**config.mk**
```make
export PLATFORM = sky130hd
export DESIGN_NAME = cart_bank_ctrl
export DESIGN_NICKNAME = d
export VERILOG_FILES = /design/src/rtl/cbc_pkg.sv /design/src/rtl/cbc_decode.sv /design/src/rtl/cbc_regfile.sv /design/src/rtl/cbc_scratch.sv /design/src/rtl/cbc_prg_map.sv /design/src/rtl/cart_bank_ctrl.sv
export SDC_FILE = /design/constraint.sdc
export NUM_CORES = 1
export LEC_CHECK = 0
export BUFFER_PORTS_ARGS = -buffer_cell sky130_fd_sc_hd__clkbuf_2
export CORE_MARGIN = 5
export CORE_UTILIZATION = 54
export CTS_CLUSTER_SIZE = 10
export DETAILED_ROUTE_END_ITERATION = 8
export PLACE_DENSITY = 0.8
export SLEW_MARGIN = 10
export SYNTH_ARGS = -nofsm -noshare
export SYNTH_HDL_FRONTEND = slang
export SYNTH_SLANG_ARGS = --single-unit
```
**constraint.sdc**
```tcl
create_clock -name clk -period 2.1 [get_ports clk]
set_input_delay 0.21 -clock clk [delete_from_list [all_inputs] [get_ports clk]]
set_output_delay 0.21 -clock clk [all_outputs]
set_load 0.02 [all_outputs]
```
**src/rtl/cbc_pkg.sv**
```systemverilog
package cbc_pkg;

  localparam int unsigned REG_BANK   = 0;
  localparam int unsigned REG_MODE   = 1;
  localparam int unsigned REG_PAGE0  = 2;
  localparam int unsigned NUM_PAGE   = 7;
  localparam int unsigned NUM_REGS   = REG_PAGE0 + NUM_PAGE;
  localparam int unsigned NUM_WIN    = 4;

  localparam int unsigned MODE_MIRROR = 0;
  localparam int unsigned MODE_WHOLE  = 3;
  localparam int unsigned MODE_PERWIN = 4;

  localparam logic [15:0] HI_MASK = 16'h8C17;

  typedef enum logic [1:0] {
    LAYOUT_SPLIT  = 2'd0,
    LAYOUT_WHOLE  = 2'd1,
    LAYOUT_PERWIN = 2'd2
  } layout_e;

  // Target register slot for a high-area write; NUM_REGS means no target.
  function automatic logic [3:0] hi_slot(input logic [15:0] addr);
    logic [3:0] s;
    case (addr & HI_MASK)
      16'h8000: s = 4'(REG_BANK);
      16'h8400: s = 4'(REG_MODE);
      16'h8C00: s = 4'(REG_PAGE0 + 0);
      16'h8C01: s = 4'(REG_PAGE0 + 1);
      16'h8C02: s = 4'(REG_PAGE0 + 2);
      16'h8C10: s = 4'(REG_PAGE0 + 3);
      16'h8C11: s = 4'(REG_PAGE0 + 4);
      16'h8C16: s = 4'(REG_PAGE0 + 5);
      16'h8C17: s = 4'(REG_PAGE0 + 6);
      default:  s = 4'(NUM_REGS);
    endcase
    return s;
  endfunction

  function automatic layout_e layout_of(input logic [7:0] mode);
    if (mode[MODE_PERWIN])     return LAYOUT_PERWIN;
    else if (mode[MODE_WHOLE]) return LAYOUT_WHOLE;
    else                       return LAYOUT_SPLIT;
  endfunction

  // Full-width 8 KB page number for window win; caller truncates.
  function automatic logic [15:0] win_page(input logic [7:0]  mode,
                                           input logic [7:0]  bank,
                                           input logic [7:0]  page,
                                           input logic [1:0]  win,
                                           input logic [15:0] last);
    logic [15:0] r;
    case (layout_of(mode))
      LAYOUT_PERWIN: begin
        if (win == 2'd3) r = {11'd0, bank[3], 4'hF};
        else             r = {11'd0, bank[3], page[3:0]};
      end
      LAYOUT_WHOLE:
        r = {7'd0, (bank & 8'hFE), 1'b0} + 16'(win);
      default: begin
        if (win[1]) r = last - 16'd1 + 16'(win[0]);
        else        r = {7'd0, bank, 1'b0} + 16'(win[0]);
      end
    endcase
    return r;
  endfunction

endpackage

```
**src/rtl/cbc_decode.sv**
```systemverilog
module cbc_decode
  import cbc_pkg::*;
(
  input  logic                clk,
  input  logic                rst_n,
  input  logic [15:0]         addr,
  input  logic                we,
  output logic [NUM_REGS-1:0] reg_wr,
  output logic                scr_wr,
  output logic                sw_area,
  output logic                scr_area
);

  logic       hi_area;
  logic [3:0] slot;

  always_comb begin
    hi_area  = addr[15];
    sw_area  = (addr[15:10] == 6'b010100);
    scr_area = (addr[15:12] == 4'h5) && (addr[11:10] != 2'b00);
    slot     = hi_slot(addr);
  end

  genvar i;
  generate
    for (i = 0; i < NUM_REGS; i++) begin : g_strobe
      assign reg_wr[i] = we && hi_area && (slot == 4'(i));
    end
  endgenerate

  assign scr_wr = we && scr_area;

  // a single write never reaches two targets
  a_r1_one_target: assert property (@(posedge clk) disable iff (!rst_n)
    $onehot0({reg_wr, scr_wr}));

  // writes into the switch area strobe nothing
  a_r8_switch_write_ignored: assert property (@(posedge clk) disable iff (!rst_n)
    (we && sw_area) |-> (!scr_wr && (reg_wr == '0)));

endmodule

```
**src/rtl/cbc_regfile.sv**
```systemverilog
module cbc_regfile
  import cbc_pkg::*;
(
  input  logic                           clk,
  input  logic                           rst_n,
  input  logic                           soft_rst,
  input  logic [NUM_REGS-1:0]            reg_wr,
  input  logic [7:0]                     wdata,
  output logic [7:0]                     bank_q,
  output logic [7:0]                     mode_q,
  output logic [NUM_PAGE-1:0][7:0]       page_q
);

  always_ff @(posedge clk or negedge rst_n) begin
    if (!rst_n) begin
      bank_q <= '0;
      mode_q <= '0;
    end else if (soft_rst) begin
      bank_q <= '0;
      mode_q <= '0;
    end else begin
      if (reg_wr[REG_BANK]) bank_q <= wdata;
      if (reg_wr[REG_MODE]) mode_q <= wdata;
    end
  end

  genvar p;
  generate
    for (p = 0; p < NUM_PAGE; p++) begin : g_page
      always_ff @(posedge clk or negedge rst_n) begin
        if (!rst_n)                    page_q[p] <= '0;
        else if (reg_wr[REG_PAGE0+p])  page_q[p] <= wdata;
      end
    end
  endgenerate

  // soft reset clears bank and mode on the next edge
  a_r9_soft_clears: assert property (@(posedge clk) disable iff (!rst_n)
    soft_rst |=> (bank_q == 8'h00 && mode_q == 8'h00));

  // soft reset leaves page bytes alone
  a_r9_pages_kept: assert property (@(posedge clk) disable iff (!rst_n)
    (soft_rst && reg_wr[NUM_REGS-1:REG_PAGE0] == '0) |=> $stable(page_q));

endmodule

```
**src/rtl/cbc_scratch.sv**
```systemverilog
module cbc_scratch #(
  parameter int unsigned DEPTH = 4
) (
  input  logic                     clk,
  input  logic                     rst_n,
  input  logic                     wr,
  input  logic [$clog2(DEPTH)-1:0] sel,
  input  logic [7:0]               wdata,
  output logic [7:0]               rdata
);

  logic [DEPTH-1:0][7:0] mem_q;

  genvar i;
  generate
    for (i = 0; i < DEPTH; i++) begin : g_byte
      always_ff @(posedge clk or negedge rst_n) begin
        if (!rst_n)                         mem_q[i] <= '0;
        else if (wr && sel == i[$clog2(DEPTH)-1:0]) mem_q[i] <= wdata;
      end
    end
  endgenerate

  assign rdata = mem_q[sel];

  // a write is readable at the same slot on the next cycle
  a_r7_write_visible: assert property (@(posedge clk) disable iff (!rst_n)
    wr |=> (mem_q[$past(sel)] == $past(wdata)));

endmodule

```
**src/rtl/cbc_prg_map.sv**
```systemverilog
module cbc_prg_map
  import cbc_pkg::*;
#(
  parameter int unsigned PRG_W = 5
) (
  input  logic                     clk,
  input  logic                     rst_n,
  input  logic [7:0]               mode,
  input  logic [7:0]               bank,
  input  logic [2:0][7:0]          page_lo,
  output logic [NUM_WIN*PRG_W-1:0] prg_pages
);

  localparam logic [15:0] LAST_PAGE = 16'((1 << PRG_W) - 1);

  logic [NUM_WIN-1:0][PRG_W-1:0] win_q;

  genvar w;
  generate
    for (w = 0; w < NUM_WIN; w++) begin : g_win
      logic [15:0] full;
      always_comb begin
        full = win_page(mode, bank, (w < 3) ? page_lo[(w < 3) ? w : 0] : 8'h00,
                        2'(w), LAST_PAGE);
      end
      assign win_q[w] = full[PRG_W-1:0];
      assign prg_pages[w*PRG_W +: PRG_W] = win_q[w];
    end
  endgenerate

  // last window is pinned to nibble 0xF in per-window layout
  a_r4_last_window: assert property (@(posedge clk) disable iff (!rst_n)
    mode[MODE_PERWIN] |-> (win_q[3][3:0] == 4'hF));

  // whole-block layout gives four consecutive pages
  a_r5_contiguous: assert property (@(posedge clk) disable iff (!rst_n)
    (!mode[MODE_PERWIN] && mode[MODE_WHOLE]) |->
      (win_q[1] == PRG_W'(win_q[0] + 1'b1) && win_q[3] == PRG_W'(win_q[2] + 1'b1)));

  // split layout pins the top half to the last two pages
  a_r6_fixed_top: assert property (@(posedge clk) disable iff (!rst_n)
    (!mode[MODE_PERWIN] && !mode[MODE_WHOLE]) |->
      (&win_q[3] && win_q[2] == {{(PRG_W-1){1'b1}}, 1'b0}));

endmodule

```
**src/rtl/cart_bank_ctrl.sv**
```systemverilog
module cart_bank_ctrl
  import cbc_pkg::*;
#(
  parameter int unsigned PRG_W   = 5,
  parameter int unsigned SCR_N   = 4
) (
  input  logic                     clk,
  input  logic                     rst_n,
  input  logic                     soft_rst,
  input  logic [15:0]              cpu_addr,
  input  logic [7:0]               cpu_wdata,
  input  logic                     cpu_we,
  input  logic [5:0]               bus_hi,
  input  logic [1:0]               cfg_sw,
  output logic [7:0]               cpu_rdata,
  output logic [NUM_WIN*PRG_W-1:0] prg_pages,
  output logic [NUM_WIN*8-1:0]     chr_pages,
  output logic                     mirror_horiz
);

  localparam int unsigned SEL_W = $clog2(SCR_N);

  logic [NUM_REGS-1:0]      reg_wr;
  logic                     scr_wr;
  logic                     sw_area;
  logic                     scr_area;
  logic [7:0]               bank_q;
  logic [7:0]               mode_q;
  logic [NUM_PAGE-1:0][7:0] page_q;
  logic [7:0]               scr_rdata;
  logic [2:0][7:0]          prg_page_lo;

  cbc_decode u_decode (
    .clk      (clk),
    .rst_n    (rst_n),
    .addr     (cpu_addr),
    .we       (cpu_we),
    .reg_wr   (reg_wr),
    .scr_wr   (scr_wr),
    .sw_area  (sw_area),
    .scr_area (scr_area)
  );

  cbc_regfile u_regs (
    .clk      (clk),
    .rst_n    (rst_n),
    .soft_rst (soft_rst),
    .reg_wr   (reg_wr),
    .wdata    (cpu_wdata),
    .bank_q   (bank_q),
    .mode_q   (mode_q),
    .page_q   (page_q)
  );

  cbc_scratch #(.DEPTH(SCR_N)) u_scratch (
    .clk   (clk),
    .rst_n (rst_n),
    .wr    (scr_wr),
    .sel   (cpu_addr[SEL_W-1:0]),
    .wdata (cpu_wdata),
    .rdata (scr_rdata)
  );

  assign prg_page_lo = {page_q[2], page_q[1], page_q[0]};

  cbc_prg_map #(.PRG_W(PRG_W)) u_prg (
    .clk       (clk),
    .rst_n     (rst_n),
    .mode      (mode_q),
    .bank      (bank_q),
    .page_lo   (prg_page_lo),
    .prg_pages (prg_pages)
  );

  genvar c;
  generate
    for (c = 0; c < NUM_WIN; c++) begin : g_chr
      assign chr_pages[c*8 +: 8] = page_q[3+c];
    end
  endgenerate

  assign mirror_horiz = mode_q[MODE_MIRROR];

  always_comb begin
    if (sw_area)       cpu_rdata = {bus_hi, cfg_sw};
    else if (scr_area) cpu_rdata = scr_rdata;
    else               cpu_rdata = 8'h00;
  end

  // mirroring follows the stored mode bit
  a_r3_mirror: assert property (@(posedge clk) disable iff (!rst_n)
    mirror_horiz == mode_q[MODE_MIRROR]);

  // a captured bank write in split layout shows on window 0 next cycle
  a_r11_bank_next_cycle: assert property (@(posedge clk) disable iff (!rst_n)
    (reg_wr[REG_BANK] && !soft_rst && mode_q[4:3] == 2'b00 && !reg_wr[REG_MODE]) |=>
      (prg_pages[PRG_W-1:0] == PRG_W'({$past(cpu_wdata), 1'b0})));

endmodule

```
Word level (Yosys, flattened, before mapping)
Index checks and enable logic that the tools add are counted.

Flip-flop bits (word level): 85. Input port bits: 36. Output and inout bits: 61. Logic and storage cells: 78.

$add $sub $neg: 4. $lt $le $gt $ge: 1. Equal/unequal tests: 24. Muxes and demuxes: 15. Reductions and logical operators: 21.

Operator list (count): $eq 7x7->1 const B (9); $pmux 4 s9 (1); $pmux 5 s2 (3); $mux 8 (3); $eq 4x3->1 const B (5); $bmux 8 s2 (1); $logic_and 1x1->1 (16); $add 5x1->5 const B (2); $add 5x2->5 const B (2); $mux 5 (2); $eq 4x2->1 const B (2); $mux 4 (2); $pmux 4 s2 (1); $eq 2x2->1 const B (3); $eq 6x5->1 const B (1); $reduce_bool 2->1 (3); $eq 2x1->1 const B (2); $eq 4x1->1 const B (1); $eq 4x4->1 const B (1); $logic_not 4->1 (1); $lt 2x3->1 const B (1); $logic_not 2->1 (1); $mux 2 (1); $mux 1 (1).

Depth between registers and ports, before layout
Word-level depth: 6. Depth in mapped cells: 6. Gate-level depth less buffers: 4.

Hierarchy
A second synthesis with hierarchy kept.

Cell total of the unflattened synthesis: 329. Area total of the unflattened synthesis: 4911.0 um^2.

By module, submodules not included: cbc_regfile (times used 1, cells an instance 171, area each 2976.6 um^2, sequential area each 1801.7 um^2); cbc_scratch (times used 1, cells an instance 78, area each 1426.4 um^2, sequential area each 800.8 um^2); cbc_decode (times used 1, cells an instance 35, area each 224.0 um^2, sequential area each 0.0 um^2); cbc_prg_map (times used 1, cells an instance 31, area each 181.4 um^2, sequential area each 0.0 um^2); cart_bank_ctrl (times used 1, cells an instance 14, area each 102.6 um^2, sequential area each 0.0 um^2).

Worst setup path after synthesis
No wires, ideal clock.

Path kind: input to output. Start: input port cpu_addr[0]. End: output port cpu_rdata[0]. Data arrival time: 1.548 ns. Data required time: 1.890 ns. Slack: 0.342 ns. Stages: 4. Path buffers: 2. Cell sequence: clkbuf_1 > buf_2 > mux4_2 > a22o_1.

Cells in the longest elaborated chain, start to end: 4.

Ends and longest elaborated chain: start: declaration (RTL line cart_bank_ctrl.sv:10) `input logic [15:0] cpu_addr,`; $bmux 8 s2 (RTL line cbc_scratch.sv:24) `assign rdata = mem_q[sel];`; $mux 8 (not written as such) (RTL line cbc_scratch.sv:24); $mux 8 (RTL line cart_bank_ctrl.sv:86) `else if (scr_area) cpu_rdata = scr_rdata;`; $mux 8 (RTL line cart_bank_ctrl.sv:85) `if (sw_area) cpu_rdata = {bus_hi, cfg_sw};`; end: declaration (RTL line cart_bank_ctrl.sv:15) `output logic [7:0] cpu_rdata,`.

No other way between the ends. The select of a mux whose other input is x is not followed.

Worst setup path in the final report
Start: input port cpu_addr[0]. End: output port cpu_rdata[3].

Same word-level chain as after synthesis.

==> metrics.md <==
| Metric | Value |
|---|---|
| Status | `completed` |
| Clock latency on the worst-skew pair | `between 300 and 400 ps` |
| Number of register bits inferred by synthesis | `83` |
| FF-to-FF End | `u_regs.bank_q[3]` |
| Critical Path Start | `cpu_addr[0]` |
| Detailed Route WL | `8.94 mm` |
| DR WL/cell | `18.4 um` |
| Post-route cell area | `4770 um2` |
| Pin count of the biggest net entering global routing | `44` |
| Clock Pin Slew Worst Setup and Hold Paths | `around 80 ps` |
| Syn-to-layout area delta | `12.7%` |
| Final Core Density | `62.0%` |
| Vias in the first global route | `2,713` |
| Global-route wire length before repair | `14.4 mm` |
| Count of hold-fix buffers inserted at cts | `1` |
| Warnings from Yosys | `0` |
| Worst Setup Slack, final | `237 ps` |
| Hold Violations, Final | `0` |
| DP Worst Slack | `-56.7 ps` |
| Most numerous cell types in the synthesized netlist | `sky130_fd_sc_hd__dfrtp_1, sky130_fd_sc_hd__mux2_2, sky130_fd_sc_hd__buf_4` |
| H-tree Lvls | `3` |
| Final worst-path cycle share | `88.7%` |
| Vias/cell | `roughly 5.6` |
| Initial antenna violation count | `0` |
| Final net count | `about 420` |
| TritonCTS clock tree | `built` |
| Main area contributors after synthesis | `sky130_fd_sc_hd__dfrtp_1, sky130_fd_sc_hd__mux2_2, sky130_fd_sc_hd__buf_4, sky130_fd_sc_hd__mux4_2, sky130_fd_sc_hd__mux2_4` |
| Largest area contributor in the netlist | `sky130_fd_sc_hd__dfrtp_1` |
| Overall routing resource usage | `19.1%` |
| Count of unresolved DRC violations after routing | `0` |
| Antenna cell count | `0` |
| Synthesized area per cell | `roughly 13 um2` |
| Placed cell area | `between 4000 and 5000 um2` |
| Number of clock sinks | `83` |
| Achievable frequency | `537 MHz` |
| Arrival time at the worst endpoint | `roughly 1700 ps` |
| Number of buffers created by CTS | `9` |
| WS Path Type | `input port to output port` |
| Count of instances resized after the clock tree is built | `0` |
| Cell depth of the worst flop-to-flop path | `2` |
| Count of final setup violators | `0` |
| Max-cap violation count | `0` |
| Hold_sp | `soft_rst` |
| RSZ-0062 raised after global routing | `false` |
| Number of library cell types mapped by synthesis | `46` |
| DIE WIDTH | `between 90 and 100 um` |
| WP data required | `1890 ps` |
| Slew of the pin with the lowest slew margin | `between 800 and 900 ps` |
| Maximum clock skew at final layout | `0 ps` |
| Hold/Removal Path Class | `input port to flop` |
| Ys flop type | `sky130_fd_sc_hd__dfrtp_1` |
| Total power draw | `3.66 mW` |
| Share of layout cells above drive strength 1 | `54.0%` |
| Standby leakage power | `2.40 nW` |
| Number of vias in the routed layout | `2,729` |
| Share of synthesized area occupied by flip-flops and latches | `49.1%` |
| Final total negative setup slack | `0 ps` |
| DRT Pass-1 Iters | `7` |
| Post-CTS Setup Repair Bufs | `0` |
| Worst Path Max Fanout | `11` |
| IR Drop Worst-Case VDD | `0.524 mV` |
| Effective utilization at floorplan | `55.1%` |
| Areal power density over the cells | `between 700 and 800 nW/um2` |
| Summed instance area of the synthesized netlist | `4230 um2` |
| Hold path endpoint | `u_regs.mode_q[3]` |
| Maximum number of buffers from clock root to sink | `2` |
| Initial DRC count | `125` |
| Most frequent cell after synthesis | `sky130_fd_sc_hd__dfrtp_1` |
| Cell count after placement | `470` |
| Startpoint kind of the worst setup timing path | `input port` |
| Endpoint class of the critical path | `output port` |
| Hold depth | `2` |
| Final Max Slew Viols | `0` |
| FF-to-FF setup slack | `1170 ps` |
| Die area | `between 9000 and 10,000 um2` |
| Remaining max-slew budget at the tightest pin | `between 40% and 50%` |
| Post-synthesis cell count | `325` |
| Number of placement rows | `32` |
| Vert. Die Dim | `98.5 um` |
| Final hold slack | `200 ps` |
| Final cell count without fillers | `about 500` |
| Number of top-level pins | `97` |
| Async set or reset register ratio after synthesis | `100%` |
| Final min period | `1860 ps` |
| Post-DP HPWL | `6.41 mm` |
| Worst r2r src | `u_regs.bank_q[3]` |
| Post-synth EDFFs | `0` |
| GPL Wtd Cong | `0.815` |
| Area share of the largest cell type after synthesis | `roughly half` |
| Placeable core area | `7690 um2` |
| Remaining antenna violation count after routing | `0` |
| GR Overflow Total | `0` |
| Number of port buffers | `88` |
| Root Driver | `sky130_fd_sc_hd__clkbuf_8` |
## report_power, final
group	internal (mW)	switching [mW]	leakage, nW
sequential	1.75	0.0766	1.12
combinational	0.246	0.271	1.16
clock	0.717	0.603	0.115
total	2.71	0.951	2.40
## per-layer routing
metal	global-route usage, %	vias up	routed length [um]
met3	4.10	8	437
met2	31.3	85	4510
met5	0	-	0
met1	25.7	1404	3910
met4	5.78	0	81
li1	-	1232	-
## placed cells by master (no fill, tap or decap), types with 2 or more instances in the layout
master and count:
sky130_fd_sc_hd__clkbuf_2 87, sky130_fd_sc_hd__dfrtp_1 83, sky130_fd_sc_hd__mux2_2 66, sky130_fd_sc_hd__nand2_1 14, sky130_fd_sc_hd__buf_4 11, sky130_fd_sc_hd__a22o_1 10
sky130_fd_sc_hd__mux2_4 10, sky130_fd_sc_hd__clkbuf_8 10, sky130_fd_sc_hd__nand2b_1 8, sky130_fd_sc_hd__mux4_2 8, sky130_fd_sc_hd__nor2_1 8, sky130_fd_sc_hd__inv_1 7
sky130_fd_sc_hd__nor3b_1 4, sky130_fd_sc_hd__nand4b_1 4, sky130_fd_sc_hd__o311ai_0 4, sky130_fd_sc_hd__nand3_1 3, sky130_fd_sc_hd__nor3_2 3, sky130_fd_sc_hd__and4_1 3
sky130_fd_sc_hd__mux2i_1 3, sky130_fd_sc_hd__and2_1 2, sky130_fd_sc_hd__a21boi_0 2, sky130_fd_sc_hd__or3_1 2, sky130_fd_sc_hd__or4_1 2, sky130_fd_sc_hd__conb_1 2
sky130_fd_sc_hd__bufinv_16 2
## critical path, cell delays in order
cell	delay (ps)
sky130_fd_sc_hd__clkbuf_2	140
sky130_fd_sc_hd__buf_4	210
sky130_fd_sc_hd__buf_4	210
sky130_fd_sc_hd__mux4_2	520
sky130_fd_sc_hd__a22o_1	190
sky130_fd_sc_hd__clkbuf_2	170
## cell type report
cell class              count  area (um2)
multi-input cells         179        1760
flip-flops and latches     83        2080
repair buffers            100         548
fillers                   627        2920
inverters                   7        26.3
clock inverters             6        96.3
clock buffers              10         138
well taps                 102         128
## cells by family after synthesis
logic type / synth area share, %
mux: 26.1
buf+inv: 9.55
flops: 49.1
simple gates: 10.8
xor+xnor: 0.414
compound gates: 3.99
other cells: 0.0886
## flip-flops by register name, indices dropped and copies added (netlist names)
name	cells
u_regs.page_q	44
u_scratch.mem_q	32
u_regs.bank_q	4
u_regs.mode_q	3
## worst max path at each step
stage | slack [ps] | to | cells after the start
2_1_floorplan | 340 | cpu_rdata[0] | 4
3_3_place_gp | 110 | u_regs.page_q[34] | 6
3_5_place_dp | -60 | u_regs.page_q[36] | 6
4_1_cts | 230 | cpu_rdata[0] | 6
5_1_grt | 140 | cpu_rdata[2] | 6
6_report | 240 | cpu_rdata[3] | 6
No activity file was read; power rests on OpenSTA's default activity.
